===== config.mk =====
export PLATFORM = sky130hd
export DESIGN_NAME = dc_top
export DESIGN_NICKNAME = d
export VERILOG_FILES = /design/src/rtl/dc_pkg.sv /design/src/rtl/dc_wbuf.sv /design/src/rtl/dc_datapath.sv /design/src/rtl/dc_control.sv /design/src/rtl/dc_top.sv
export SDC_FILE = /design/constraint.sdc
export NUM_CORES = 1
export LEC_CHECK = 0
export CAP_MARGIN = 10
export CORE_AREA = 2 2 359 361
export DETAILED_ROUTE_END_ITERATION = 10
export DIE_AREA = 0 0 361 363
export SETUP_SLACK_MARGIN = 0.05
export SYNTH_ARGS = -nofsm -noshare
export SYNTH_HDL_FRONTEND = slang
export SYNTH_SLANG_ARGS = --single-unit

===== constraint.sdc =====
create_clock -name clk -period 6.4 [get_ports clk]
set_clock_uncertainty 0.2 [all_clocks]
set_input_delay 0.96 -clock clk [delete_from_list [all_inputs] [get_ports clk]]
set_output_delay 0.96 -clock clk [all_outputs]
set_load 0.1 [all_outputs]

===== src/rtl/dc_pkg.sv =====
package dc_pkg;
  // strobes from the sequencer to the storage datapath
  typedef struct packed {
    logic cpuWr;     // write processor word into the line
    logic markDirty; // set dirty bit of the indexed line
    logic fillWr;    // write one refill beat into the line
    logic fillDone;  // last refill beat: install tag, valid, clean
    logic evictSel;  // memory address built from the stored tag
  } dc_strobe_t;
endpackage


===== src/rtl/dc_wbuf.sv =====
module dc_wbuf #(
  parameter int AW    = 12,
  parameter int DW    = 32,
  parameter int DEPTH = 4
) (
  input  logic          clk,
  input  logic          rstN,
  input  logic          push,
  input  logic [AW-1:0] pushAddr,
  input  logic [DW-1:0] pushData,
  input  logic          ack,
  output logic          full,
  output logic          empty,
  output logic [AW-1:0] headAddr,
  output logic [DW-1:0] headData
);
  localparam int PW = $clog2(DEPTH);

  logic [AW-1:0] addrQ [DEPTH];
  logic [DW-1:0] dataQ [DEPTH];
  logic [PW-1:0] wrP, rdP;
  logic [PW:0]   cnt;
  logic          pop;

  assign empty    = (cnt == '0);
  assign full     = (cnt == (PW+1)'(DEPTH));
  assign pop      = ack && !empty;
  assign headAddr = addrQ[rdP];
  assign headData = dataQ[rdP];

  always_ff @(posedge clk) begin
    if (push) begin
      addrQ[wrP] <= pushAddr;
      dataQ[wrP] <= pushData;
    end
  end

  always_ff @(posedge clk) begin
    if (!rstN) begin
      wrP <= '0;
      rdP <= '0;
      cnt <= '0;
    end else begin
      if (push) wrP <= wrP + 1'b1;
      if (pop)  rdP <= rdP + 1'b1;
      case ({push, pop})
        2'b10:   cnt <= cnt + 1'b1;
        2'b01:   cnt <= cnt - 1'b1;
        default: cnt <= cnt;
      endcase
    end
  end

  a_r8_no_overflow: assert property (@(posedge clk) disable iff (!rstN)
    push |-> !full);
  a_r8_ack_has_entry: assert property (@(posedge clk) disable iff (!rstN)
    ack |-> !empty);
endmodule


===== src/rtl/dc_datapath.sv =====
module dc_datapath
  import dc_pkg::*;
#(
  parameter int AW         = 12,
  parameter int DW         = 32,
  parameter int LINE_WORDS = 4,
  parameter int LINES      = 8
) (
  input  logic                          clk,
  input  logic                          rstN,
  input  dc_strobe_t                    ctl,
  input  logic [AW-1:0]                 cpuAddr,
  input  logic [DW-1:0]                 cpuWdata,
  input  logic [$clog2(LINE_WORDS)-1:0] beat,
  input  logic [DW-1:0]                 memRdata,
  output logic                          hit,
  output logic                          victimDirty,
  output logic [DW-1:0]                 rdWord,
  output logic [DW-1:0]                 evictWord,
  output logic [AW-1:0]                 lineAddr
);
  localparam int OW = $clog2(LINE_WORDS);
  localparam int IW = $clog2(LINES);
  localparam int TW = AW - OW - IW;
  localparam int NW = LINES * LINE_WORDS;

  logic [DW-1:0]    dataQ [NW];
  logic [TW-1:0]    tagQ  [LINES];
  logic [LINES-1:0] validQ, dirtyQ;

  logic [OW-1:0] off;
  logic [IW-1:0] idx;
  logic [TW-1:0] tag;

  assign off = cpuAddr[OW-1:0];
  assign idx = cpuAddr[OW +: IW];
  assign tag = cpuAddr[AW-1 -: TW];

  assign hit         = validQ[idx] && (tagQ[idx] == tag);
  assign victimDirty = validQ[idx] && dirtyQ[idx];
  assign rdWord      = dataQ[{idx, off}];
  assign evictWord   = dataQ[{idx, beat}];
  assign lineAddr    = ctl.evictSel ? {tagQ[idx], idx, beat} : {tag, idx, beat};

  always_ff @(posedge clk) begin
    if (ctl.cpuWr)  dataQ[{idx, off}]  <= cpuWdata;
    if (ctl.fillWr) dataQ[{idx, beat}] <= memRdata;
    if (ctl.fillDone) tagQ[idx] <= tag;
  end

  always_ff @(posedge clk) begin
    if (!rstN) begin
      validQ <= '0;
      dirtyQ <= '0;
    end else if (ctl.fillDone) begin
      validQ[idx] <= 1'b1;
      dirtyQ[idx] <= 1'b0;
    end else if (ctl.markDirty) begin
      dirtyQ[idx] <= 1'b1;
    end
  end

  // once the last beat lands, the held address hits
  a_r6_fill_then_hit: assert property (@(posedge clk) disable iff (!rstN)
    ctl.fillDone |=> hit);
  // nothing is valid in the first cycle after reset
  a_r11_reset_empty: assert property (@(posedge clk)
    !rstN |=> !hit);
endmodule


===== src/rtl/dc_control.sv =====
module dc_control
  import dc_pkg::*;
#(
  parameter int LINE_WORDS = 4
) (
  input  logic                          clk,
  input  logic                          rstN,
  input  logic                          cfgWriteBack,
  input  logic                          cfgWriteAlloc,
  input  logic                          cpuReq,
  input  logic                          cpuWe,
  input  logic                          hit,
  input  logic                          victimDirty,
  input  logic                          wbFull,
  input  logic                          wbEmpty,
  input  logic                          memAck,
  output dc_strobe_t                    ctl,
  output logic [$clog2(LINE_WORDS)-1:0] beat,
  output logic                          cpuReady,
  output logic                          wbPush,
  output logic                          ownMem,
  output logic                          ctlMemWe
);
  localparam int OW = $clog2(LINE_WORDS);
  localparam logic [OW-1:0] LAST = OW'(LINE_WORDS - 1);

  typedef enum logic [1:0] {IDLE, DRAIN, EVICT, REFILL} state_t;
  state_t stateQ, stateD;
  logic [OW-1:0] beatQ;

  assign beat = beatQ;

  always_comb begin
    stateD   = stateQ;
    ctl      = '0;
    cpuReady = 1'b0;
    wbPush   = 1'b0;
    ownMem   = 1'b0;
    ctlMemWe = 1'b0;
    case (stateQ)
      IDLE: if (cpuReq) begin
        if (!cpuWe) begin
          if (hit) cpuReady = 1'b1;
          else     stateD   = DRAIN;
        end else if (hit) begin
          if (cfgWriteBack) begin
            ctl.cpuWr     = 1'b1;
            ctl.markDirty = 1'b1;
            cpuReady      = 1'b1;
          end else if (!wbFull) begin
            ctl.cpuWr = 1'b1;
            wbPush    = 1'b1;
            cpuReady  = 1'b1;
          end
        end else if (cfgWriteAlloc) begin
          stateD = DRAIN;
        end else if (!wbFull) begin
          wbPush   = 1'b1;
          cpuReady = 1'b1;
        end
      end
      DRAIN: if (wbEmpty) stateD = victimDirty ? EVICT : REFILL;
      EVICT: begin
        ownMem       = 1'b1;
        ctlMemWe     = 1'b1;
        ctl.evictSel = 1'b1;
        if (memAck && beatQ == LAST) stateD = REFILL;
      end
      REFILL: begin
        ownMem = 1'b1;
        if (memAck) begin
          ctl.fillWr = 1'b1;
          if (beatQ == LAST) begin
            ctl.fillDone = 1'b1;
            stateD       = IDLE;
          end
        end
      end
      default: stateD = IDLE;
    endcase
  end

  always_ff @(posedge clk) begin
    if (!rstN) begin
      stateQ <= IDLE;
      beatQ  <= '0;
    end else begin
      stateQ <= stateD;
      if (ownMem && memAck) beatQ <= beatQ + 1'b1;
    end
  end

  // the controller uses the memory port only with an empty buffer
  a_r9_fill_after_drain: assert property (@(posedge clk) disable iff (!rstN)
    ownMem |-> wbEmpty);
  // the last eviction beat hands over to the refill
  a_r5_evict_then_refill: assert property (@(posedge clk) disable iff (!rstN)
    (stateQ == EVICT && memAck && beatQ == LAST) |=> (stateQ == REFILL && beatQ == '0));
  // completion is only ever signalled for a presented access
  a_r1_ready_needs_req: assert property (@(posedge clk) disable iff (!rstN)
    cpuReady |-> cpuReq);
endmodule


===== src/rtl/dc_top.sv =====
module dc_top
  import dc_pkg::*;
#(
  parameter int AW         = 12,
  parameter int DW         = 32,
  parameter int LINE_WORDS = 4,
  parameter int LINES      = 8,
  parameter int WB_DEPTH   = 4
) (
  input  logic          clk,
  input  logic          rstN,
  input  logic          cfgWriteBack,
  input  logic          cfgWriteAlloc,
  input  logic          cpuReq,
  input  logic          cpuWe,
  input  logic [AW-1:0] cpuAddr,
  input  logic [DW-1:0] cpuWdata,
  output logic          cpuReady,
  output logic [DW-1:0] cpuRdata,
  output logic          memReq,
  output logic          memWe,
  output logic [AW-1:0] memAddr,
  output logic [DW-1:0] memWdata,
  input  logic          memAck,
  input  logic [DW-1:0] memRdata
);
  localparam int OW = $clog2(LINE_WORDS);

  dc_strobe_t    ctl;
  logic [OW-1:0] beat;
  logic          hit, victimDirty, wbPush, ownMem, ctlMemWe;
  logic          wbFull, wbEmpty;
  logic [DW-1:0] evictWord, wbData;
  logic [AW-1:0] lineAddr, wbAddr;

  dc_control #(.LINE_WORDS(LINE_WORDS)) u_ctrl (
    .clk(clk), .rstN(rstN),
    .cfgWriteBack(cfgWriteBack), .cfgWriteAlloc(cfgWriteAlloc),
    .cpuReq(cpuReq), .cpuWe(cpuWe),
    .hit(hit), .victimDirty(victimDirty),
    .wbFull(wbFull), .wbEmpty(wbEmpty), .memAck(memAck),
    .ctl(ctl), .beat(beat), .cpuReady(cpuReady),
    .wbPush(wbPush), .ownMem(ownMem), .ctlMemWe(ctlMemWe)
  );

  dc_datapath #(.AW(AW), .DW(DW), .LINE_WORDS(LINE_WORDS), .LINES(LINES)) u_dp (
    .clk(clk), .rstN(rstN), .ctl(ctl),
    .cpuAddr(cpuAddr), .cpuWdata(cpuWdata), .beat(beat), .memRdata(memRdata),
    .hit(hit), .victimDirty(victimDirty),
    .rdWord(cpuRdata), .evictWord(evictWord), .lineAddr(lineAddr)
  );

  dc_wbuf #(.AW(AW), .DW(DW), .DEPTH(WB_DEPTH)) u_wbuf (
    .clk(clk), .rstN(rstN),
    .push(wbPush), .pushAddr(cpuAddr), .pushData(cpuWdata),
    .ack(memAck && !ownMem),
    .full(wbFull), .empty(wbEmpty),
    .headAddr(wbAddr), .headData(wbData)
  );

  assign memReq   = ownMem ? 1'b1      : !wbEmpty;
  assign memWe    = ownMem ? ctlMemWe  : 1'b1;
  assign memAddr  = ownMem ? lineAddr  : wbAddr;
  assign memWdata = ownMem ? evictWord : wbData;

  // a pending beat is held unchanged until acknowledged
  a_r10_hold_until_ack: assert property (@(posedge clk) disable iff (!rstN)
    (memReq && !memAck) |=> (memReq && $stable(memAddr) && $stable(memWe)
                             && (!memWe || $stable(memWdata))));
  // no memory request right after reset
  a_r11_idle_after_reset: assert property (@(posedge clk)
    !rstN |=> !memReq);
endmodule


==> impl_metrics.yaml, run 1 <==
outcome:
  status: "finished clean"
clock_tree:
  clockBufferDepth: 3
  clk-insertion-delay-late_ns: 0.76
  tritoncts_clock_tree: "yes"
  ctsHtreeMaxLevel: 4
  numClockSinks: 1285
  number_of_buffers_added_for_setup_after_cts: 0
  clkTransAtPathRegs_ns: 0.06
  post_cts_resized: 0
  cts_made_buffers: 140
  postCtsHoldBufs: 0
  cts.root.buffer_cell: "sky130_fd_sc_hd__clkbuf_16"
yosys:
  synth_cell_types: 51
  postSynthRegisterBits: 1285
  ys.warnings.count: 0
  number_of_synthesized_flops_with_an_enable_pin: 1256
  synthFlopType: "sky130_fd_sc_hd__edfxtp_1"
  synthesis.nets: 2816
  syn_area_per_cell_um2: 20.85
  synth_area_um2: 56740
  synthCells: 2721
  ys_async_sr_fraction_pct: 0
  seq_area_frac_synth_pct: 67.50
global_route:
  met3_usage_pct: 6.055
  grt_pass1_vias: 32730
  top_usage_layer: "met2"
  grt_max_degree: 78
  gr-usage-met2_pct: 40.77
  grt_antenna_before_repair: 5
  grt_use_total_pct: 25.55
  global_route.overflow_total: 0
  wire_length_of_the_first_global_routing_pass_mm: 237.9
  gr-usage-met1_pct: 35.09
worst_setup_path:
  path_cells: "buf_4 -> mux4_2 -> a22o_1 -> a221oi_1 -> a31oi_1 -> buf_12"
  crit_path_end_kind: "output pin"
  critPathRequiredTime_ns: 5.24
  cp-start-kind: "register"
  reg_to_reg_startpoint: "u_ctrl.stateQ[1]"
  crit_path_top_delay_cell: "sky130_fd_sc_hd__dfxtp_4"
  timing.critical_path.max_delay_family: "compound AO/OA/AOI/OAI gates"
  worst_ep_arrival_time_ns: 4.38
  cp_num_buf_inv: 2
  reg2reg_setup_slack_ns: 1.84
  rr_endpoint: "u_dp.dataQ[4][24]"
  criticalPathCategory: "register to output pin"
  critical_path.max_stage_delay_ns: 0.90
  cp_max_fo: 36
  rr_worst_depth: 6
die:
  die-area_um2: 131000
  design.core.area_um2: 127000
  die_width_um: 361
  row_count: 131
  fp.dieH_um: 363
  initial_core_util_pct: 44.66
  io_pins: 162
sta:
  setup_repair_after_global_routing_missed_its_margin: "false"
  final-max-slew-violation-count: 0
  tightestPinTransition_ns: 1.180
  achievable-frequency_mhz: 180.6
  holdWs_ns: 0.2628
  min_period_ns: 5.536
  finalSetupViolations: 0
  final_hold_viol_count: 0
  share_of_the_clock_period_used_by_the_worst_path_after_layout_pct: 86.50
  relSlewSlack_pct: 21.02
  totalNegativeSetupSlack_ns: 0
route:
  detailroute.via_count: 31400
  vias_per_cell: 6.679
  final_antenna_net_count: 0
  total_length_of_routed_wires_mm: 165.9
  firstDrtPassIters: 7
  drc_errors: 0
  detail_route.iter0.violations: 4000
  detail_route.wl_per_cell_um: 35.29
worst_hold_path:
  hold_depth: 1
  min_delay_worst_endpoint: "u_dp.validQ[2]"
  hold_path_startpoint: "u_dp.validQ[2]"
  worst_hold_path_type: "register to register"
final_layout:
  layout.filler_cells: 9805
  syn_to_final_growth_pct: 15.89
  layout_cells_sized_above_1_pct: 35.33
  seqCellArea_um2: 38310
  layout_nets: 3025
  combined_area_of_the_multi_input_logic_cells_um2: 17880
power_and_ir_drop:
  irDropWorstVdd_uv: 360.0
  power_per_cell_area_nw_per_um2: 333.7
  power.static_leakage_nw: 20.09
place:
  io_buffers: 161
  detailedPlacementHpwl_mm: 97.95
  gp_routability_congestion: 0.8153
job:
  max_cap_violations: 0
-- flip-flops by register name (all words and copies together) (netlist names), named ones only --
register and cells:
u_ctrl.beat 2, u_ctrl.stateQ 2, u_dp.dataQ 1024, u_dp.tagQ 56, u_dp.validQ 8, u_wbuf.addrQ 48
u_wbuf.cnt 3, u_wbuf.dataQ 128, u_wbuf.rdP 2, u_wbuf.wrP 2
-- worst register-to-register path: cells and delay by family (launching register included) --
family,cells,cell delay [ns]
adder cells (fa/ha/maj),1,0.69
multiplexers,1,0.81
buffers and inverters,1,0.59
AND/OR/NAND/NOR,3,1.43
flip-flops,1,0.43
-- placed cells by master (no fill, tap or decap), drive strengths merged, types with 11 or more instances in the layout --
cell type / Yosys / final
edfxtp: 1256 / 1256
clkbuf: 146 / 188
and2: 12 / 12
buf: 64 / 192
a21oi: 11 / 11
dfxtp: 29 / 29
a31oi: 31 / 31
nand4: 34 / 34
clkdlybuf4s50: 0 / 85
mux4: 572 / 572
clkinv: 0 / 43
nand2: 53 / 53
mux2: 59 / 59
nor2: 79 / 79
a22oi: 109 / 109
inv: 11 / 20
a221oi: 62 / 62
ha: 11 / 11
nand3: 13 / 13
mux2i: 18 / 18
o21ai: 11 / 11
a22o: 62 / 62
-- worst max path at each step --
stage	startpoint	endpoint	slack [ns]	cells after the start
after floorplan	cpuAddr[4]	u_dp.dataQ[15][0]	0.68	8
after global placement	cpuAddr[4]	u_dp.dataQ[6][19]	0.68	10
after detailed placement	cpuAddr[4]	u_dp.dataQ[4][19]	0.58	10
after CTS	u_ctrl.beat[0]	memWdata[15]	0.77	6
after global routing	u_ctrl.beat[0]	memWdata[15]	0.53	6
final	u_ctrl.beat[0]	memWdata[15]	0.86	6
-- kinds of logic after synthesis --
family / synth area share, %
multiplexers: 24.20
AND/OR/NAND/NOR: 1.974
XOR/XNOR: 0.1544
flip-flops: 67.50
buffers and inverters: 1.533
AO/OA/AOI/OAI: 4.362
adder cells (fa/ha/maj): 0.2779
-- synthesized netlist by cell type (all sizes together) (3+ instances only) --
library cell	instances	share of area [%]
nand2b	6	0.066
a22o	62	0.96
a22oi	109	1.4
a31oi	31	0.34
a211oi	5	0.066
a41oi	4	0.062
nand2	53	0.35
nor2	79	0.52
a221oi	62	0.96
a21oi	11	0.097
mux2i	18	0.32
o21a	9	0.12
a41o	4	0.071
buf	64	0.49
or3	3	0.033
o21ai	11	0.097
edfxtp	1256	66
ha	11	0.24
inv	11	0.073
mux4	572	23
mux2	59	1.2
xor2	7	0.11
and3b	4	0.062
xnor2	3	0.046
nor3	6	0.062
nand4	34	0.39
and2	12	0.13
dfxtp	29	1.0
nand3	13	0.15
nor2b	8	0.088
clkbuf	146	0.97
nor3b	4	0.053
-- stage by stage --
step                      std cells  cell area [um2]  total power [W]  worst slack (ns)  util [%]
after floorplan                2721            56740          0.01275            0.6807         -
after global placement         4450            61400          0.01435            0.6833     48.34
after detailed placement       4450            61400          0.01437            0.5800     48.34
after CTS                      4699            65750          0.02211            0.7696     51.76
after global routing           4699            65750          0.02259            0.5322     51.76
final                          4701            65750          0.02194            0.8641     51.76
-- power by group --
group | switching [W] | total [W] | leakage [nW] | internal (W)
sequential | 0.000112 | 0.00947 | 11.5 | 0.00936
clock | 0.00329 | 0.00778 | 2.13 | 0.00449
combinational | 0.00307 | 0.00469 | 6.43 | 0.00162
total | 0.00647 | 0.0219 | 20.1 | 0.0155
-- routing by layer --
metal | share of wire [%] | vias up | wire [um]
met2 | 49 | 1588 | 80520
li1 | - | 12380 | -
met1 | 40 | 17180 | 66640
met5 | 0 | - | 0
met3 | 8.4 | 255 | 14000
met4 | 2.9 | 0 | 4754
-- layout make-up --
| type | count | share of cell area (%) |
|---|---|---|
| diodes | 2 | 0.007612 |
| clock buffers | 188 | 5.840 |
| multi-input cells | 1215 | 27.19 |
| flip-flops and latches | 1285 | 58.26 |
| repair buffers | 277 | 4.704 |
| inverters | 11 | 0.06279 |
| well taps | 1662 | 3.163 |
| clock inverters | 61 | 0.7688 |
(Power assumes the default switching activity.)
==> run 2, diff against run 1 <==
- CAP_MARGIN: 10 -> 20
==> impl_metrics.yaml, run 2 (synthesized netlist as in run 1, its figures left out) <==
outcome:
  status: "finished clean"
global_route:
  grt_use_total_pct: 25.55
  grt_pass1_vias: 32730
  wire_length_of_the_first_global_routing_pass_mm: 237.9
  global_route.overflow_total: 0
  grt_max_degree: 78
  grt_antenna_before_repair: 5
worst_setup_path:
  worstSetupStartpoint: "u_ctrl.beat[0]"
  reg2reg_setup_slack_ns: 1.83
  rr_worst_depth: 6
  rr_endpoint: "u_dp.dataQ[4][24]"
  path_cells: "buf_4 -> mux4_2 -> a22o_1 -> a221oi_1 -> a31oi_1 -> buf_12"
  critPathRequiredTime_ns: 5.24
  worst_ep_arrival_time_ns: 4.38
  cp-start-kind: "register"
  crit_path_end_kind: "output pin"
  reg_to_reg_startpoint: "u_ctrl.stateQ[1]"
  crit_path_top_delay_cell: "sky130_fd_sc_hd__dfxtp_4"
  critical_path.max_stage_delay_ns: 0.89
  criticalPathCategory: "register to output pin"
  cp_max_fo: 36
final_layout:
  layout_cells_sized_above_1_pct: 35.37
  top_regs: "u_dp.dataQ (1024), u_wbuf.dataQ (128), u_dp.tagQ (56)"
  largest_reg_flops: 1024
  seqCellArea_um2: 38310
  layout.filler_cells: 9800
  layout_commonest_cell: "sky130_fd_sc_hd__edfxtp_1"
  postLayoutCellArea_um2: 65790
  layout_common_cells: "1256 x sky130_fd_sc_hd__edfxtp_1, 572 x sky130_fd_sc_hd__mux4_2, 145 x sky130_fd_sc_hd__clkbuf_16, 126 x sky130_fd_sc_hd__buf_4, 109 x sky130_fd_sc_hd__a22oi_1"
  largest-register: "u_dp.dataQ"
  combined_area_of_the_multi_input_logic_cells_um2: 17880
  layout_nets: 3027
  syn_to_final_growth_pct: 15.96
sta:
  setup_repair_after_global_routing_missed_its_margin: "false"
  share_of_the_clock_period_used_by_the_worst_path_after_layout_pct: 86.63
  finalSetupViolations: 0
  min_period_ns: 5.544
  totalNegativeSetupSlack_ns: 0
  final_hold_viol_count: 0
  holdWs_ns: 0.2654
  final-max-slew-violation-count: 0
  tightestPinTransition_ns: 1.093
  achievable-frequency_mhz: 180.4
  relSlewSlack_pct: 26.87
power_and_ir_drop:
  internal-power_w: 0.01547
  irDropWorstVdd_uv: 360.5
  p_clk_share_pct: 35.5
  p_switching_w: 0.006469
  switching_share_pct: 29.48
  power_per_cell_area_nw_per_um2: 333.5
  p_comb_share_pct: 21.4
  power.static_leakage_nw: 20.11
  share_seq_of_total_power_pct: 43.2
  post_route_total_power_w: 0.02194
place:
  io_buffers: 161
  placed_area_um2: 61400
  gp_routability_congestion: 0.8153
  detailedPlacementHpwl_mm: 97.95
route:
  firstDrtPassIters: 5
  detail_route.wl_per_cell_um: 35.35
  vias_per_cell: 6.681
  total_length_of_routed_wires_mm: 166.2
  detailroute.via_count: 31420
  drc_errors: 0
  final_antenna_net_count: 0
  detail_route.iter0.violations: 3908
clock_tree:
  clockBufferDepth: 3
  clkTransAtPathRegs_ns: 0.06
  cts_made_buffers: 140
  ctsHtreeMaxLevel: 4
  post_cts_resized: 0
  postCtsHoldBufs: 0
  numClockSinks: 1285
  cts.root.buffer_cell: "sky130_fd_sc_hd__clkbuf_16"
  number_of_buffers_added_for_setup_after_cts: 0
  tritoncts_clock_tree: "yes"
  clk-insertion-delay-late_ns: 0.76
die:
  row_count: 131
  io_pins: 162
  die_width_um: 361
  fp.dieH_um: 363
  die-area_um2: 131000
  design.core.area_um2: 127000
  initial_core_util_pct: 44.66
worst_hold_path:
  worst_hold_path_type: "register to register"
  hold_depth: 1
  min_delay_worst_endpoint: "u_dp.validQ[2]"
  hold_path_startpoint: "u_dp.validQ[2]"
job:
  max_cap_violations: 0
-- run 2: per-layer routing --
metal	GRT usage, %	wire [um]	up-vias
met5	0	0	-
li1	-	-	12380
met2	40.77	80400	1589
met4	7.933	5023	0
met1	35.09	66470	17170
met3	6.055	14320	277
-- run 2: power groups by stage --
stage                     sequential [W]  clock, W  combinational [W]
final                            0.00947   0.00778            0.00469
after global routing             0.00949   0.00823            0.00488
after CTS                        0.00948   0.00790            0.00474
after detailed placement         0.00965         0            0.00472
after global placement           0.00965         0            0.00470
after floorplan                  0.00955         0            0.00320
-- run 2: layout make-up --
cell class,count,area share [%]
diodes,1,0.003804
clock buffers,188,5.837
clock inverters,61,0.7683
inverters,11,0.06276
multi-input cells,1215,27.18
flip-flops and latches,1285,58.23
well taps,1662,3.161
repair buffers,279,4.760
-- run 2: how the worst max path moves through the flow --
stage                                   end  slack, ns
final                          memWdata[15]       0.86
after global routing           memWdata[15]       0.53
after CTS                      memWdata[15]       0.77
after detailed placement  u_dp.dataQ[4][19]       0.58
after global placement    u_dp.dataQ[6][19]       0.68
after floorplan           u_dp.dataQ[15][0]       0.68
-- run 2: metrics by stage --
step                      util [%]  cells  worst slack, ns
after floorplan                  -   2721           0.6807
after global placement       48.34   4450           0.6833
after detailed placement     48.34   4450           0.5800
after CTS                    51.76   4699           0.7696
after global routing         51.79   4701           0.5322
final                        51.79   4702           0.8559
-- run 2: worst max-delay path, delay by kind of cell, from the launching register on --
family,cells,cell delay [ns]
AOI/OAI and AO/OA,3,1.24
buffers and inverters,2,0.86
DFF,1,0.89
muxes,1,0.58
